<file path="src/rtl/tmr_pkg.sv">
package tmr_pkg;
  localparam int unsigned CNT_W  = 16;
  localparam int unsigned ADDR_W = 2;
  localparam int unsigned SEL_W  = 3;
  localparam int unsigned NFLAG  = 2;

  typedef enum logic [ADDR_W-1:0] {
    A_CTRL   = 2'd0,
    A_COUNT  = 2'd1,
    A_PERIOD = 2'd2,
    A_STATUS = 2'd3
  } reg_addr_e;

  localparam logic [SEL_W-1:0] SEL_FREE  = 3'b000;
  localparam logic [SEL_W-1:0] SEL_MATCH = 3'b001;

  localparam int unsigned F_OVF   = 0;
  localparam int unsigned F_MATCH = 1;
endpackage

</file>
<file path="src/rtl/tmr_counter.sv">
module tmr_counter #(
  parameter int unsigned W = 16
) (
  input  logic         clk,
  input  logic         rst_n,
  input  logic         tick,
  input  logic         run,
  input  logic         clr_on_match,
  input  logic [W-1:0] period,
  input  logic         wr_cnt,
  input  logic [W-1:0] wr_data,
  output logic [W-1:0] count,
  output logic         ovf_evt,
  output logic         match_evt
);
  localparam logic [W-1:0] CNT_MAX = {W{1'b1}};

  logic [W-1:0] count_d;
  logic         step;
  logic         hit;

  assign step = run && tick && !wr_cnt;
  assign hit  = (count == period);

  always_comb begin
    count_d   = count;
    ovf_evt   = 1'b0;
    match_evt = 1'b0;
    if (wr_cnt) begin
      count_d = wr_data;
    end else if (step) begin
      match_evt = hit;
      ovf_evt   = (count == CNT_MAX);
      if (clr_on_match && hit) count_d = '0;
      else                     count_d = count + 1'b1;
    end
  end

  always_ff @(posedge clk or negedge rst_n) begin
    if (!rst_n) count <= '0;
    else        count <= count_d;
  end

  // stopped channel holds its count
  p_hold_stopped_r3: assert property (@(posedge clk) disable iff (!rst_n)
    (!run && !wr_cnt) |=> (count == $past(count)));

  // no tick means no change
  p_no_tick_r2: assert property (@(posedge clk) disable iff (!rst_n)
    (!tick && !wr_cnt) |=> $stable(count));

  // wrap from all-ones lands on zero
  p_wrap_zero_r4: assert property (@(posedge clk) disable iff (!rst_n)
    (run && tick && !wr_cnt && count == CNT_MAX) |=> (count == '0));

  // compare clear in periodic mode
  p_match_clear_r5: assert property (@(posedge clk) disable iff (!rst_n)
    (run && tick && !wr_cnt && clr_on_match && count == period) |=> (count == '0));

  // software write wins
  p_write_prio_r10: assert property (@(posedge clk) disable iff (!rst_n)
    wr_cnt |=> (count == $past(wr_data)));
endmodule

</file>
<file path="src/rtl/tmr_flag.sv">
module tmr_flag (
  input  logic clk,
  input  logic rst_n,
  input  logic set_evt,
  input  logic sts_rd,
  input  logic sts_wr,
  input  logic wr_bit,
  output logic flag
);
  logic armed, armed_d, flag_d, clr_req;

  assign clr_req = sts_wr && !wr_bit && armed;

  always_comb begin
    flag_d  = flag;
    armed_d = armed;
    if (sts_rd && flag) armed_d = 1'b1;
    if (clr_req) begin
      flag_d  = 1'b0;
      armed_d = 1'b0;
    end
    if (set_evt) flag_d = 1'b1;
  end

  always_ff @(posedge clk or negedge rst_n) begin
    if (!rst_n) begin
      flag  <= 1'b0;
      armed <= 1'b0;
    end else begin
      flag  <= flag_d;
      armed <= armed_d;
    end
  end

  // a set event always leaves the flag set
  p_set_wins_r8: assert property (@(posedge clk) disable iff (!rst_n)
    set_evt |=> flag);

  // without a status write the flag cannot fall
  p_sticky_r7: assert property (@(posedge clk) disable iff (!rst_n)
    (flag && !sts_wr) |=> flag);

  // writing a one never clears
  p_one_keeps_r7: assert property (@(posedge clk) disable iff (!rst_n)
    (flag && sts_wr && wr_bit) |=> flag);
endmodule

</file>
<file path="src/rtl/tmr_channel.sv">
module tmr_channel
  import tmr_pkg::*;
(
  input  logic              clk,
  input  logic              rst_n,
  input  logic              tick,
  input  logic              reg_wr,
  input  logic              reg_rd,
  input  logic [ADDR_W-1:0] reg_addr,
  input  logic [CNT_W-1:0]  reg_wdata,
  output logic [CNT_W-1:0]  reg_rdata,
  output logic              ovf_flag,
  output logic              match_flag
);
  localparam int unsigned CTRL_W = SEL_W + 1;

  logic [1:0]       rst_sync;
  logic             rst_n_i;
  logic             run_q, run_d;
  logic [SEL_W-1:0] sel_q, sel_d;
  logic [CNT_W-1:0] per_q, per_d;
  logic [CNT_W-1:0] count;
  logic             ovf_evt, match_evt;
  logic             wr_ctrl, wr_cnt, wr_per, wr_sts, rd_sts;
  logic [NFLAG-1:0] set_vec, flags;

  // asynchronous assert, synchronous release
  always_ff @(posedge clk or negedge rst_n) begin
    if (!rst_n) rst_sync <= 2'b00;
    else        rst_sync <= {rst_sync[0], 1'b1};
  end
  assign rst_n_i = rst_sync[1];

  assign wr_ctrl = reg_wr && (reg_addr == A_CTRL);
  assign wr_cnt  = reg_wr && (reg_addr == A_COUNT);
  assign wr_per  = reg_wr && (reg_addr == A_PERIOD);
  assign wr_sts  = reg_wr && (reg_addr == A_STATUS);
  assign rd_sts  = reg_rd && (reg_addr == A_STATUS);

  always_comb begin
    run_d = run_q;
    sel_d = sel_q;
    per_d = per_q;
    if (wr_ctrl) begin
      run_d = reg_wdata[0];
      sel_d = reg_wdata[CTRL_W-1:1];
    end
    if (wr_per) per_d = reg_wdata;
  end

  always_ff @(posedge clk or negedge rst_n_i) begin
    if (!rst_n_i) begin
      run_q <= 1'b0;
      sel_q <= SEL_FREE;
      per_q <= {CNT_W{1'b1}};
    end else begin
      run_q <= run_d;
      sel_q <= sel_d;
      per_q <= per_d;
    end
  end

  tmr_counter #(.W(CNT_W)) u_cnt (
    .clk          (clk),
    .rst_n        (rst_n_i),
    .tick         (tick),
    .run          (run_q),
    .clr_on_match (sel_q == SEL_MATCH),
    .period       (per_q),
    .wr_cnt       (wr_cnt),
    .wr_data      (reg_wdata),
    .count        (count),
    .ovf_evt      (ovf_evt),
    .match_evt    (match_evt)
  );

  assign set_vec[F_OVF]   = ovf_evt;
  assign set_vec[F_MATCH] = match_evt;

  for (genvar i = 0; i < NFLAG; i++) begin : g_flag
    tmr_flag u_flag (
      .clk     (clk),
      .rst_n   (rst_n_i),
      .set_evt (set_vec[i]),
      .sts_rd  (rd_sts),
      .sts_wr  (wr_sts),
      .wr_bit  (reg_wdata[i]),
      .flag    (flags[i])
    );
  end

  assign ovf_flag   = flags[F_OVF];
  assign match_flag = flags[F_MATCH];

  always_comb begin
    reg_rdata = '0;
    case (reg_addr)
      A_CTRL:   reg_rdata[CTRL_W-1:0] = {sel_q, run_q};
      A_COUNT:  reg_rdata = count;
      A_PERIOD: reg_rdata = per_q;
      default:  reg_rdata[NFLAG-1:0] = flags;
    endcase
  end

  // other clear codes never force a clear at the period value
  p_free_no_clear_r6: assert property (@(posedge clk) disable iff (!rst_n_i)
    (run_q && tick && !wr_cnt && sel_q != SEL_MATCH && count == per_q && per_q != {CNT_W{1'b1}})
    |=> (count == $past(count) + 1'b1));

  // wrap at a 0xFFFF period raises both flags together
  p_both_flags_r9: assert property (@(posedge clk) disable iff (!rst_n_i)
    (run_q && tick && !wr_cnt && sel_q == SEL_MATCH && per_q == {CNT_W{1'b1}} && count == per_q)
    |=> (ovf_flag && match_flag));
endmodule

</file>
<file path="config.mk">
export PLATFORM = sky130hd
export DESIGN_NAME = tmr_channel
export DESIGN_NICKNAME = d
export VERILOG_FILES = /design/src/rtl/tmr_pkg.sv /design/src/rtl/tmr_counter.sv /design/src/rtl/tmr_flag.sv /design/src/rtl/tmr_channel.sv
export SDC_FILE = /design/constraint.sdc
export NUM_CORES = 1
export LEC_CHECK = 0
export CORE_MARGIN = 2
export CORE_UTILIZATION = 45
export DETAILED_ROUTE_END_ITERATION = 10
export DONT_BUFFER_PORTS = 1
export REMOVE_ABC_BUFFERS = 1
export SETUP_SLACK_MARGIN = 0.4
export SYNTH_ARGS = -nofsm -noshare
export SYNTH_HDL_FRONTEND = slang
export SYNTH_SLANG_ARGS = --single-unit
</file>
<file path="constraint.sdc">
create_clock -name clk -period 1.7 [get_ports clk]
set_input_delay 0.255 -clock clk [delete_from_list [all_inputs] [get_ports clk]]
set_output_delay 0.255 -clock clk [all_outputs]
set_load 0.01 [all_outputs]
</file>
Yosys cells after proc, flatten, opt, wreduce, memory -nomap -nowiden
Index checks and enable logic that the tools add are counted.
Widths: inputs -> output; s select.
{ "totals": {"mem_bits_rw": 0, "regBits": 42, "out_inout_bits": 18, "latch_bits": 0, "n_memories": 0, "romBits": 0, "elab_cells": 57, "in_bits": 23} }
{ "op_classes": {"n_mux": 18, "n_lt_le_gt_ge": 0, "n_mul": 0, "bitwise_logic": 0, "reduce_logical": 23, "n_eq_ne": 6, "n_div": 0, "shifts": 0, "n_addsub": 1} }
{ "op_table": {"columns": ["op", "count"], "rows": [
  ["$mux 16", 3],
  ["$pmux 12 s2", 1],
  ["$add 16x1->16 const B", 1],
  ["$eq 16x16->1", 1],
  ["$eq 16x16->1 const B", 1],
  ["$logic_and 1x1->1", 14],
  ["$mux 1", 12],
  ["$pmux 2 s3", 2],
  ["$reduce_bool 2->1", 5],
  ["$eq 2x2->1 const B", 2],
  ["$eq 3x1->1 const B", 1],
  ["$logic_not 1->1", 3],
  ["$eq 2x1->1 const B", 1],
  ["$logic_not 2->1", 1]
]} }

Depth between registers and ports, before layout
{ "logic_depth": {"ltp_word": 7, "depth_mapped": 9} }

Modules after synthesis
From an unflattened synthesis, not the netlist that was laid out.
{ "unflattened": {"cells_unflattened": 245, "area_unflattened_um2": 2598.7} }
{ "modules_own_cells": {"columns": ["module", "area_each_um2", "instances", "seq_area_each_um2", "cells_per_inst"], "rows": [
  ["tmr_channel", 1257.5, 1, 570.5, 96],
  ["tmr_counter", 1158.6, 1, 400.4, 133],
  ["tmr_flag", 91.3, 2, 50.0, 8]
]} }

Least setup slack after synthesis
OpenSTA, ideal clock, no wires.
{ "synth_path": {"kind": "reg-to-reg", "startpoint": "reg u_cnt.count[10]", "endpoint": "reg u_cnt.count[10]", "synth_period_minus_slack_ns": 1.799, "path_stages_with_launch": 8, "t_required_ns": 1.575, "setup_ns": 0.125, "t_arrival_ns": 1.674, "setup_slack_ns": -0.099, "cell_sequence": "dfrtp_1 buf_6 xor2_1 nor4_2 nand4_1 o41ai_4 buf_6 o21ai_2"} }
{ "synth_between": {"elab_chain_len": 5, "word_cells_on_any_way": 6} }
{ "synth_lines": {"columns": ["element", "line", "text"], "rows": [
  ["start, declared", "tmr_counter.sv:12", "output logic [W-1:0] count,"],
  ["start signal, assigned", "tmr_counter.sv:41", "else count <= count_d;"],
  ["branches (longest 2 deep; another with $add 16x1->16)", null, null],
  ["$mux 16 *", "tmr_counter.sv:34", "if (clr_on_match && hit) count_d = '0;"],
  ["$mux 16 *", "tmr_counter.sv:31", "end else if (step) begin"],
  ["$mux 16 *", "tmr_counter.sv:29", "if (wr_cnt) begin"]
]} }
Mark *: on every way between the ends. The select of a mux whose other input is x is not followed.
A chain may end at the register's enable or synchronous reset.

Worst setup path in the final report
{ "layout_path": {"startpoint": "reg per_q[14]", "endpoint": "reg u_cnt.count[4]"} }
{ "layout_between": {"elab_chain_len": 5} }
{ "layout_lines": {"columns": ["element", "line", "text"], "rows": [
  ["start, declared", "tmr_channel.sv:21", "logic [CNT_W-1:0] per_q, per_d;"],
  ["start signal, assigned", "tmr_channel.sv:55", "per_q <= {CNT_W{1'b1}};"],
  ["start signal, assigned", "tmr_channel.sv:59", "per_q <= per_d;"],
  ["$eq 16x16->1", "tmr_counter.sv:23", "assign hit = (count == period);"],
  ["$logic_and 1x1->1", "tmr_counter.sv:34", null],
  ["$mux 16", "tmr_counter.sv:34", null],
  ["$mux 16", "tmr_counter.sv:31", null],
  ["$mux 16", "tmr_counter.sv:29", null]
]} }
Every way passes these cells. The select of a mux whose other input is x is not followed.

==> results.md <==
- Total power: 3.84 mW
- Final hold violations: 0
- Commonest non-fill, non-tap cells in the layout: buf_4, dfrtp_1, buf_6
- Pre-CTS setup slack: -0.360 ns
- Post-Place Cells: 334
- Final cell area excluding filler cells: 3280 sq um
- Met1 Usage GRT: 0.290
- Mean area per synthesized cell: 10.9 sq um
- Initial core utilization: 0.461
- IO Pins: between 40 and 50
- GP Congestion: 0.811
- Unrepaired setup endpoints after global routing: yes
- Chip height: between 70 and 80 microns
- Slowest CP cell: dfstp_2
- Switching portion of total power: 0.356
- Worst-Skew Late Latency: 0.29 ns
- HPWL Detailed: 4500 microns
- Met2 global-route usage: 0.389
- Setup ws final: -0.194 ns
- Clk sinks: 42
- Total gr overflow: 0
- Status: complete, but fails checks
- Int Pwr: about 2.5 mW
- Largest net degree at the start of global routing: 41
- Remaining DRCs: 0
- CTS max path bufs: 2
- Cell family with most CP delay: flip-flops
- Sequential fraction of the synthesis area: 0.427
- Clock share of power: 0.161
- Slew HR: 0.566
- Synth Cell Area: 2510 sq um
- PwrDens: 1170 nW/um^2
- Worst-margin pin slew: 0.651 ns
- CTS tree: done
- Synth Instances: 231
- PortBufs: 0
- Storage element area: 1070 sq um
- Post-synth EDFFs: 0
- Worst hold path type: in2reg
- Initial DRC Count: around 120
- Synth Register Bits: 42
- CP max FO: 4
- DR pass1 iterations: 4
- F_max: 528 MHz
- Die ar.: 6190 sq um
- Area delta synth->final: 30.7%
- Critical path endpoint category: register
- Worst-path clk slew: 0.08 ns
- Total Wirelength: approximately 6400 microns
- Max Cap Violations: 0
- Psw: 1.37 mW
- Initial antenna violation count: 0
- Grt met3 use: 0.0529
- Violated checks: setup timing
- CTS H-Tree Depth: 2
- Via-per-instance ratio: between 5 and 6
- Register share of total power: 0.393
- Die Wd: 78.6 microns
- WL/cell: 18.3 microns
- Final Max Tran Viols: 0
- IR drop worst, VDD: roughly 0.51 mV
- Post-Layout Cell Count: 351
- Multi-input gate area: 1480 sq um
- WP buf/inv: 2
- Gate power share: 0.445
- Num CTS Buffers: 5
- # rows: 27
- Dpl cell area: 2870 sq um
- Final Cycle Share: 1.11
- Aggregate global-route resource usage: 0.228
- Primary FF master, synth: dfrtp_1
- Most common cell after layout, fill and taps aside: buf_4
- Startpoint types: register
- Final net count: 308
- Ys Warns: 0
- Global-route wire length before repair: about 11,000 microns
- Global route hottest layer: met2
- Distinct cells, synth: 37
- Number of global-route vias before repair: between 2,000 and 2,500
- Antenna cell count: 0
- CP Cell Sequence: xor2_2 -> nor4_4 -> nand4_1 -> o41ai_4 -> buf_6 -> buf_6 -> o21ai_0
- Vias: 1,974
- Clk root buf: clkbuf_8
- Core area: 5440 sq um
- Share of cells above drive strength 1: 0.513
- Critical path arrival: 2.07 ns
- Post-synth ARST share: 1.00
- Antenna Nets Post-Route: 0
- Critical Path RT: 1.88 ns
- Most used cell, CP: buf_6
- Final min period: about 1.9 ns
- Max incr delay on CP: between 0.5 and 0.6 ns
- Fill count: 470
- Leakage: 1.35 nW
- WS Path Type: reg2reg
- Final setup fails: 17
- Worst clock skew: 0.00414 ns
## kinds of logic after synthesis
kind of cell / Yosys count / synth area share
mux: 22 / 0.0978
flops: 42 / 0.427
other cells: 1 / 0.00150
compound gates: 54 / 0.172
xor+xnor: 30 / 0.105
buf+inv: 23 / 0.0444
fa+ha+maj: 6 / 0.0299
simple gates: 53 / 0.122
## final cells by class
class,count,area share
Inverter,8,0.00916
Multi-Input combinational cell,166,0.451
Timing Repair Buffer,56,0.163
Clock buffer,7,0.0233
Tap cell,72,0.0275
Sequential cell,42,0.327
## per-layer routing
metal / routed length, microns / vias up / part of all wire
met4: 61 / 0 / 0.0095
met1: 2790 / 995 / 0.44
li1: - / 928 / -
met2: 3250 / 44 / 0.51
met5: 0 / - / 0
met3: 301 / 7 / 0.047
## state kept, by name, summed over array words and instances, names as in the netlist
register	cells
per_q	16
g_flag.u_flag.flag	2
run_q	1
u_cnt.count	16
g_flag.u_flag.armed	2
rst_sync	2
sel_q	3
## through the flow
step                      TNS [ns]  utilization  hold WS (ns)
final                        -2.94        0.603         0.105
after global routing         -5.07        0.603        0.0922
after CTS                    -3.44        0.588        0.0980
after detailed placement     -5.19        0.528       -0.0405
after global placement       -4.53        0.528       -0.0406
after floorplan              -5.65            -       -0.0406
## worst paths after layout
kind,startpoint,endpoint,slack (ns),depth (start not counted)
worst max register to register,per_q[14],u_cnt.count[4],-0.19,7
worst max-delay path,per_q[14],u_cnt.count[4],-0.19,7
worst min register to register,rst_sync[1],u_cnt.count[14],0.31,1
worst min-delay path,reg_wdata[3],per_q[3],0.10,1
max in group asynchronous,rst_sync[1],per_q[11],1.01,1
min in group asynchronous,rst_n,rst_sync[0],0.18,1
## cell usage after synthesis, drive strengths merged (3+ instances only)
master	n	share of area
nor2	9	0.013
ha	6	0.030
inv	8	0.012
dfrtp	26	0.26
xor2	22	0.077
clkbuf	9	0.013
a22oi	28	0.084
nand2	9	0.013
buf	6	0.019
a222oi	4	0.016
xnor2	8	0.028
o21ai	16	0.047
nand4	3	0.0075
dfstp	16	0.17
mux2	20	0.090
nor4	4	0.017
and3	4	0.010
nor2b	12	0.030
nand3	6	0.012
## timing repair
action,CTS,global route
setup buffers,7,2
endpoints found under the hold margin,2,0
pin swaps,12,11
resized for setup,49,17
hold buffers,1,0
endpoints found under the setup margin,34,34
## power by group through the flow
stage / Sequential (mW) / Clock, mW / Combinational (mW)
finish: 1.51 / 0.619 / 1.71
global placement: 1.48 / 0 / 1.39
floorplan: 1.59 / 0 / 0.727
CTS: 1.50 / 0.637 / 1.61
detailed placement: 1.49 / 0 / 1.40
global route: 1.54 / 0.679 / 1.88
Power figures use the tool's default switching activity.
